<file path="config.mk">
export PLATFORM = sky130hd
export DESIGN_NAME = msi_cap_regs
export DESIGN_NICKNAME = d
export VERILOG_FILES = /design/src/rtl/msi_cap_pkg.sv /design/src/rtl/msi_cap_decode.sv /design/src/rtl/msi_cap_ctrl.sv /design/src/rtl/msi_cap_vector.sv /design/src/rtl/msi_cap_regs.sv
export SDC_FILE = /design/constraint.sdc
export NUM_CORES = 1
export LEC_CHECK = 0
export ABC_CLOCK_PERIOD_IN_PS = 2600
export CAP_MARGIN = 20
export CELL_PAD_IN_SITES_DETAIL_PLACEMENT = 0
export CELL_PAD_IN_SITES_GLOBAL_PLACEMENT = 1
export CORE_MARGIN = 8
export CORE_UTILIZATION = 30
export DETAILED_ROUTE_END_ITERATION = 7
export HOLD_SLACK_MARGIN = 0.06
export PLACE_DENSITY = 0.8
export SETUP_SLACK_MARGIN = 0.2
export SLEW_MARGIN = 30
export SYNTH_ARGS = -nofsm -noshare
export SYNTH_HDL_FRONTEND = slang
export SYNTH_HIERARCHICAL = 1
export SYNTH_SLANG_ARGS = --single-unit
</file>
<file path="constraint.sdc">
create_clock -name clk -period 2.6 [get_ports clk]
set_input_delay 0.78 -clock clk [delete_from_list [all_inputs] [get_ports clk]]
set_output_delay 0.78 -clock clk [all_outputs]
set_load 0.1 [all_outputs]
</file>
<file path="src/rtl/msi_cap_pkg.sv">
package msi_cap_pkg;

  localparam int unsigned WORD_W = 3;
  localparam logic [7:0] CAP_ID = 8'h05;

  // Merge write data into a register, byte lane by byte lane, through a write mask.
  function automatic logic [31:0] be_merge(input logic [31:0] old_v,
                                           input logic [31:0] wd,
                                           input logic [3:0]  be,
                                           input logic [31:0] wmask);
    logic [31:0] r;
    r = old_v;
    for (int b = 0; b < 4; b++) begin
      if (be[b]) begin
        r[b*8 +: 8] = (old_v[b*8 +: 8] & ~wmask[b*8 +: 8]) |
                      (wd[b*8 +: 8] & wmask[b*8 +: 8]);
      end
    end
    return r;
  endfunction

  // Requested log2 vector count limited to the capable value.
  function automatic logic [2:0] clamp_log(input logic [2:0] req, input logic [2:0] cap);
    return (req > cap) ? cap : req;
  endfunction

  // Dword positions that move with the address width.
  function automatic logic [WORD_W-1:0] idx_data(input bit wide);
    return wide ? 3'd3 : 3'd2;
  endfunction

  function automatic logic [WORD_W-1:0] idx_mask(input bit wide);
    return wide ? 3'd4 : 3'd3;
  endfunction

  function automatic logic [WORD_W-1:0] idx_pend(input bit wide);
    return wide ? 3'd5 : 3'd4;
  endfunction

endpackage

</file>
<file path="src/rtl/msi_cap_decode.sv">
module msi_cap_decode
  import msi_cap_pkg::*;
#(
  parameter bit ADDR64 = 1'b1,
  parameter bit PVMASK = 1'b1
) (
  input  logic [WORD_W-1:0] word,
  output logic              sel_ctrl,
  output logic              sel_alo,
  output logic              sel_ahi,
  output logic              sel_data,
  output logic              sel_mask,
  output logic              sel_pend
);
  localparam logic [WORD_W-1:0] W_DATA = idx_data(ADDR64);
  localparam logic [WORD_W-1:0] W_MASK = idx_mask(ADDR64);
  localparam logic [WORD_W-1:0] W_PEND = idx_pend(ADDR64);

  assign sel_ctrl = (word == 3'd0);
  assign sel_alo  = (word == 3'd1);
  assign sel_ahi  = ADDR64 && (word == 3'd2);
  assign sel_data = (word == W_DATA);
  assign sel_mask = PVMASK && (word == W_MASK);
  assign sel_pend = PVMASK && (word == W_PEND);
endmodule

</file>
<file path="src/rtl/msi_cap_ctrl.sv">
module msi_cap_ctrl
  import msi_cap_pkg::*;
#(
  parameter logic [2:0] CAP_LOG = 3'd3
) (
  input  logic       clk,
  input  logic       rst_n,
  input  logic       wr_lane,
  input  logic [7:0] lane_data,
  output logic       en,
  output logic [2:0] log_en
);
  always_ff @(posedge clk or negedge rst_n) begin
    if (!rst_n) begin
      en     <= 1'b0;
      log_en <= 3'd0;
    end else if (wr_lane) begin
      en     <= lane_data[0];
      log_en <= clamp_log(lane_data[6:4], CAP_LOG);
    end
  end
endmodule

</file>
<file path="src/rtl/msi_cap_vector.sv">
module msi_cap_vector
  import msi_cap_pkg::*;
#(
  parameter int unsigned NUM_VEC = 8,
  parameter bit          PVMASK  = 1'b1
) (
  input  logic               clk,
  input  logic               rst_n,
  input  logic               wr_mask,
  input  logic [3:0]         be,
  input  logic [31:0]        wdata,
  input  logic [NUM_VEC-1:0] pend_set,
  input  logic [NUM_VEC-1:0] pend_clr,
  output logic [NUM_VEC-1:0] mask,
  output logic [NUM_VEC-1:0] pend
);
  localparam logic [31:0] VMASK = 32'hFFFF_FFFF >> (32 - NUM_VEC);

  generate
    if (PVMASK) begin : g_mask
      logic [31:0] mask_wide;
      logic [31:0] mask_next;
      assign mask_wide = 32'(mask);
      assign mask_next = be_merge(mask_wide, wdata, be, VMASK);

      always_ff @(posedge clk or negedge rst_n) begin
        if (!rst_n)       mask <= '0;
        else if (wr_mask) mask <= mask_next[NUM_VEC-1:0];
      end

      for (genvar v = 0; v < NUM_VEC; v++) begin : g_pend
        always_ff @(posedge clk or negedge rst_n) begin
          if (!rst_n)           pend[v] <= 1'b0;
          else if (pend_set[v]) pend[v] <= 1'b1;
          else if (pend_clr[v]) pend[v] <= 1'b0;
        end
      end
    end else begin : g_nomask
      assign mask = '0;
      assign pend = '0;
    end
  endgenerate
endmodule

</file>
<file path="src/rtl/msi_cap_regs.sv">
module msi_cap_regs
  import msi_cap_pkg::*;
#(
  parameter int unsigned NUM_VEC  = 8,
  parameter bit          ADDR64   = 1'b1,
  parameter bit          PVMASK   = 1'b1,
  parameter logic [7:0]  NEXT_PTR = 8'h00
) (
  input  logic               clk,
  input  logic               rst_n,
  input  logic [2:0]         cfg_word,
  input  logic               cfg_wr,
  input  logic [3:0]         cfg_be,
  input  logic [31:0]        cfg_wdata,
  output logic [31:0]        cfg_rdata,
  input  logic [NUM_VEC-1:0] pend_set,
  input  logic [NUM_VEC-1:0] pend_clr,
  output logic               msi_en,
  output logic [2:0]         msi_log_en,
  output logic [63:0]        msi_addr,
  output logic [15:0]        msi_data,
  output logic [NUM_VEC-1:0] msi_mask,
  output logic [NUM_VEC-1:0] msi_pend
);
  localparam logic [2:0]  CAP_LOG  = 3'($clog2(NUM_VEC));
  localparam logic [31:0] ALO_WM   = 32'hFFFF_FFFC;
  localparam logic [31:0] DATA_WM  = 32'h0000_FFFF;
  localparam logic [15:0] RO_CTRL  = {7'd0, PVMASK, ADDR64, 3'd0, CAP_LOG, 1'b0};

  logic sel_ctrl, sel_alo, sel_ahi, sel_data, sel_mask, sel_pend;
  logic wr_ctrl_lane, wr_alo, wr_ahi, wr_data, wr_mask;
  logic [31:0] addr_lo;
  logic [31:0] addr_hi;
  logic [15:0] data_q;
  logic [15:0] ctrl_word;

  msi_cap_decode #(.ADDR64(ADDR64), .PVMASK(PVMASK)) u_dec (
    .word     (cfg_word),
    .sel_ctrl (sel_ctrl),
    .sel_alo  (sel_alo),
    .sel_ahi  (sel_ahi),
    .sel_data (sel_data),
    .sel_mask (sel_mask),
    .sel_pend (sel_pend)
  );

  assign wr_ctrl_lane = cfg_wr && sel_ctrl && cfg_be[2];
  assign wr_alo       = cfg_wr && sel_alo;
  assign wr_ahi       = cfg_wr && sel_ahi;
  assign wr_data      = cfg_wr && sel_data;
  assign wr_mask      = cfg_wr && sel_mask;

  msi_cap_ctrl #(.CAP_LOG(CAP_LOG)) u_ctrl (
    .clk       (clk),
    .rst_n     (rst_n),
    .wr_lane   (wr_ctrl_lane),
    .lane_data (cfg_wdata[23:16]),
    .en        (msi_en),
    .log_en    (msi_log_en)
  );

  msi_cap_vector #(.NUM_VEC(NUM_VEC), .PVMASK(PVMASK)) u_vec (
    .clk      (clk),
    .rst_n    (rst_n),
    .wr_mask  (wr_mask),
    .be       (cfg_be),
    .wdata    (cfg_wdata),
    .pend_set (pend_set),
    .pend_clr (pend_clr),
    .mask     (msi_mask),
    .pend     (msi_pend)
  );

  always_ff @(posedge clk or negedge rst_n) begin
    if (!rst_n) begin
      addr_lo <= '0;
      data_q  <= '0;
    end else begin
      if (wr_alo)  addr_lo <= be_merge(addr_lo, cfg_wdata, cfg_be, ALO_WM);
      if (wr_data) data_q  <= 16'(be_merge({16'd0, data_q}, cfg_wdata, cfg_be, DATA_WM));
    end
  end

  generate
    if (ADDR64) begin : g_hi
      always_ff @(posedge clk or negedge rst_n) begin
        if (!rst_n)      addr_hi <= '0;
        else if (wr_ahi) addr_hi <= be_merge(addr_hi, cfg_wdata, cfg_be, 32'hFFFF_FFFF);
      end
    end else begin : g_nohi
      assign addr_hi = '0;
    end
  endgenerate

  assign ctrl_word = RO_CTRL | {9'd0, msi_log_en, 3'd0, msi_en};
  assign msi_addr  = {addr_hi, addr_lo};
  assign msi_data  = data_q;

  always_comb begin
    cfg_rdata = '0;
    if (sel_ctrl)      cfg_rdata = {ctrl_word, NEXT_PTR, CAP_ID};
    else if (sel_alo)  cfg_rdata = addr_lo;
    else if (sel_ahi)  cfg_rdata = addr_hi;
    else if (sel_data) cfg_rdata = {16'd0, data_q};
    else if (sel_mask) cfg_rdata = 32'(msi_mask);
    else if (sel_pend) cfg_rdata = 32'(msi_pend);
  end
endmodule

</file>
; Yosys cells after proc, flatten, opt, wreduce, memory -nomap -nowiden
; Index checks and enable logic that the tools add are counted.
[op_classes]
magnitude_cmp = 1
n_eq_ne = 5
n_mux = 23
bitwise_logic = 1
n_reduce_logical = 26
[ops]
columns = op, n
row1 = $mux W32, 4
row2 = $reduce_and A2 Y1, 11
row3 = $mux W1, 16
row4 = $mux W8, 2
row5 = $reduce_bool A2 Y1, 8
row6 = $or A2 B8 Y8, 1
row7 = $eq A3 B2 Y1 const B, 2
row8 = $eq A3 B3 Y1 const B, 2
row9 = $logic_and A1 B1 Y1, 6
row10 = $eq A3 B1 Y1 const B, 1
row11 = $gt A3 B2 Y1 const B, 1
row12 = $logic_not A3 Y1, 1
row13 = $mux W3, 1
[word_totals]
regBits = 100
input_bits = 58
output_inout_bits = 132
elab_cells = 77

; Longest topological paths before layout
[logic_depth]
word_depth = 7
depth_mapped = 6
mapped_depth_nobuf = 4

; Modules after synthesis
; Netlist, hierarchy kept.
[by_module_without_submodules]
columns = module, n_inst, cells_per_inst, area_each_um2, seq_area_each_um2
row1 = msi_cap_regs, 1, 287, 3733.6, 1951.9
row2 = msi_cap_vector, 1, 41, 586.8, 400.4
row3 = msi_cap_ctrl, 1, 12, 148.9, 100.1
row4 = msi_cap_decode, 1, 6, 47.5, 0.0

; Worst setup path before layout
; OpenSTA, ideal clock, no wires.
[synth_timing]
path_kind = input port to output port
from = input port cfg_word[1]
to = output port cfg_rdata[1]
arrival_time_ns = 3.838
required_time_ns = 1.820
setup_slack_ns = -2.018
path_stages = 4
n_path_buf = 1
path_cell_list = nor3b_1 -> clkbuf_1 -> a221oi_1 -> o31ai_1
[synth_between]
elab_chain_cells = 7
word_cells_on_any_way = 12
classes_between = 5 x eq/ne / 6 x mux / 1 x reduce/logical
[synth_lines]
columns = item, line
row1 = start: declaration, msi_cap_regs.sv:11  ; input logic [2:0] cfg_word,
row2 = $eq A3 B3 Y1, msi_cap_decode.sv:24  ; assign sel_pend = PVMASK && (word == W_PEND);
row3 = $mux W8, msi_cap_regs.sv:106  ; else if (sel_pend) cfg_rdata = 32'(msi_pend);
row4 = $mux W8, msi_cap_regs.sv:105  ; else if (sel_mask) cfg_rdata = 32'(msi_mask);
row5 = $mux W32, msi_cap_regs.sv:104  ; else if (sel_data) cfg_rdata = {16'd0, data_q};
row6 = $mux W32, msi_cap_regs.sv:103  ; else if (sel_ahi) cfg_rdata = addr_hi;
row7 = $mux W32, msi_cap_regs.sv:102  ; else if (sel_alo) cfg_rdata = addr_lo;
row8 = $mux W32 (*), msi_cap_regs.sv:101  ; if (sel_ctrl) cfg_rdata = {ctrl_word, NEXT_PTR, CAP_ID};
row9 = end: declaration, msi_cap_regs.sv:15  ; output logic [31:0] cfg_rdata,
; Every way passes the cells marked *; elsewhere a longest branch is shown, timed or not.

; Final worst setup path
[layout_timing]
from = input port cfg_word[1]
to = output port cfg_rdata[4]
[layout_between]
word_cells_on_any_way = 12
classes_between = 5 x eq/ne / 6 x mux / 1 x reduce/logical
[layout_lines]
columns = item, line
row1 = $eq A3 B2 Y1, msi_cap_decode.sv:21  ; assign sel_ahi = ADDR64 && (word == 3'd2);
row2 = named net sel_ahi, msi_cap_regs.sv:30  ; logic sel_ctrl, sel_alo, sel_ahi, sel_data, sel_mask, sel_pend;
row3 = $mux W32, msi_cap_regs.sv:103
row4 = $mux W32, msi_cap_regs.sv:102
row5 = $mux W32, msi_cap_regs.sv:101
; The timed path passes the listed nets, and every way through them passes these cells.

==> results.sh <==
export IMPL_outcome="finished, violations left"
export IMPL_violations="negative setup slack"
export IMPL_ys_seq_area_frac=0.543
export IMPL_drive_above_1_share=0.654
export IMPL_cts_buffers_inserted=9
export IMPL_first_pass_iters=6
export IMPL_yosys_top_cells_count="dfrtp_1 (98), mux2_2 (86), a22oi_1 (19), a21oi_1 (14)"
export IMPL_synth_ff_latch_count=98
export IMPL_ctsHoldBuffers=0
export IMPL_worstPathMaxFanout=6
export IMPL_async_reset_ff_frac=1.00
export IMPL_rsz0062_at_grt="yes"
export IMPL_hold_class="input pin to asynchronous set/reset pin"
export IMPL_path_clk_slew_ns=0.07
export IMPL_die_area_sq_um=19200
export IMPL_netlist_instances=346
export IMPL_hold_violations=0
export IMPL_via_per_inst=4.97
export IMPL_utilization=0.559
export IMPL_ys_top_cells_by_area="dfrtp_1 (54%), mux2_2 (21%), a22oi_1 (3.2%), nand3_2 (1.8%), a221oi_2 (1.7%)"
export IMPL_skew_ns=0
export IMPL_total_power_mw=8.19
export IMPL_required_ns=1.82
export IMPL_wirelength_microns=16300
export IMPL_slew_viol_final=0
export IMPL_grt_pass1_wl_microns=25500
export IMPL_fin_crit_ns=3.00
export IMPL_pre_cts_slack_ns=-0.968
export IMPL_drc=0
export IMPL_grt_pass1_vias=4320
export IMPL_fin_crit_sh=1.15
export IMPL_clock_path_buffers=2
export IMPL_cts_root_buf="clkbuf_16"
export IMPL_arrival_ns=2.22
export IMPL_tns_ns=-10.70
export IMPL_cts_sinks=98
export IMPL_die_x_microns=139
export IMPL_ant_nets=0
export IMPL_dominantRegCellSynth="dfrtp_1"
export IMPL_netlist_area_leader_share=0.543
export IMPL_total_leakage_power_nw=3.64
export IMPL_io_buffers=187
export IMPL_grt_usage=0.170
export IMPL_overflow=0
export IMPL_start_util=0.302
export IMPL_coreArea_sq_um=15000
export IMPL_powerDensity_nw_per_um2=979
export IMPL_endpoint_kind="output port"
export IMPL_ir_worst_vdd_mv=0.762
export IMPL_setup_viol=32
export IMPL_tightestPinTransition_ns=0.529
export IMPL_path_class="input pin to output port"
export IMPL_nNetsFinal=643
export IMPL_synth_most_common_cell="dfrtp_1"
export IMPL_wl_per_cell_microns=20.9
export IMPL_dp_hpwl_microns=12200
export IMPL_syn2layout_area_growth_pct=85.2
export IMPL_drv_cap=0
export IMPL_n_antenna_cell=0
export IMPL_start_kind="input pin"
export IMPL_synth_top_area_cell="dfrtp_1"
export IMPL_grt_start_max_net_pins=45
export IMPL_syn_cell_area_sq_um=4520
export IMPL_worst_slack_ns=-0.396
export IMPL_vias=3866
export IMPL_max_freq_mhz=334
export IMPL_slew_headroom=0.648
export IMPL_clk_latency_ns=0.35
export IMPL_nFillCells=1217
export IMPL_die_y_microns=139
export IMPL_boundaryPins=190
export IMPL_cts_tree="built"
export IMPL_rows=45
export IMPL_drtIter0Drc=108
export IMPL_synth_edf_count=0
export IMPL_syn_mean_instance_area_sq_um=13.1
export IMPL_gp_congestion=0.789
export IMPL_worstRegToRegCells=1
export IMPL_synth_distinct_cells=37
export IMPL_yosys_warnings=6
export IMPL_h_tree_depth=3
export IMPL_antenna_found_initial=0
## registers in the layout (all words and copies together), names as in the netlist
signal / count
addr_hi: 32
addr_lo: 30
msi_data: 16
u_vec/mask: 8
u_vec/pend: 8
u_ctrl/log_en: 3
u_ctrl/en: 1
## routing by layer
layer | GRT usage | vias up | part of all wire
li1 | - | 1769 | -
met1 | 0.191 | 1964 | 0.40
met2 | 0.297 | 114 | 0.52
met3 | 0.0633 | 19 | 0.065
met4 | 0.0416 | 0 | 0.018
met5 | 0 | - | 0
## cells in the final DEF, fill, tap and decap left out, drive strengths merged, types with 12 or more instances in the layout
| master | n |
|---|---|
| buf | 191 |
| nand3 | 13 |
| nand2 | 12 |
| dfrtp | 98 |
| mux2 | 87 |
| clkbuf | 12 |
| inv | 13 |
| a22oi | 19 |
| clkdlybuf4s50 | 53 |
| a21oi | 14 |
## cell families after synthesis
family / share of synthesized area
muxes: 0.218
DFF: 0.543
other: 0.000830
AOI/OAI and AO/OA: 0.130
buffers and inverters: 0.0316
and+or+nand+nor: 0.0767
## metrics by stage
stage	cells	area, sq um	hold slack [ns]
2_1_floorplan	347	5100	0.484
3_3_place_gp	742	7530	0.498
3_5_place_dp	742	7530	0.499
4_1_cts	775	8290	0.406
5_1_grt	778	8370	0.408
6_report	778	8370	0.391
## critical path: stages
cell and delay, ns:
buf_8 0.10, nor3b_4 0.15, buf_4 0.13, buf_12 0.12
clkinvlp_4 0.08, buf_12 0.14, o221ai_4 0.12, a221oi_4 0.37
buf_12 0.22
## repair_timing
item,4_1_cts,5_1_grt
cloned,3,0
gates resized for setup,65,13
pin swaps,30,14
buffers inserted,14,3
endpoints found under the setup margin,58,32
## power by group
| group | internal [mW] | leakage, nW | switching [mW] |
|---|---|---|---|
| sequential | 1.86 | 1.19 | 0.382 |
| combinational | 1.12 | 2.30 | 3.40 |
| clock | 0.832 | 0.156 | 0.601 |
| total | 3.81 | 3.64 | 4.38 |
## layout make-up
cell class / instances / area, sq um / share of cell area
inverter: 12 / 48.8 / 0.00583
timing repair buffer: 244 / 2630 / 0.314
clock inverter: 4 / 55.1 / 0.00658
sequential: 98 / 2450 / 0.293
multi-input combinational: 220 / 2680 / 0.320
tap: 188 / 235 / 0.0281
clock buffer: 12 / 267 / 0.0319
## final timing paths
path | start | endpoint | slack (ns)
max reg2reg | addr_hi[5] | addr_hi[5] | 1.72
max in group asynchronous | rst_n | u_ctrl/en | 1.55
max | cfg_word[1] | cfg_rdata[4] | -0.40
min in group clk | u_vec/pend[6] | u_vec/pend[6] | 0.51
min | rst_n | addr_lo[23] | 0.39
min reg2reg | u_vec/pend[6] | u_vec/pend[6] | 0.51
No activity file was read; power rests on OpenSTA's default activity.
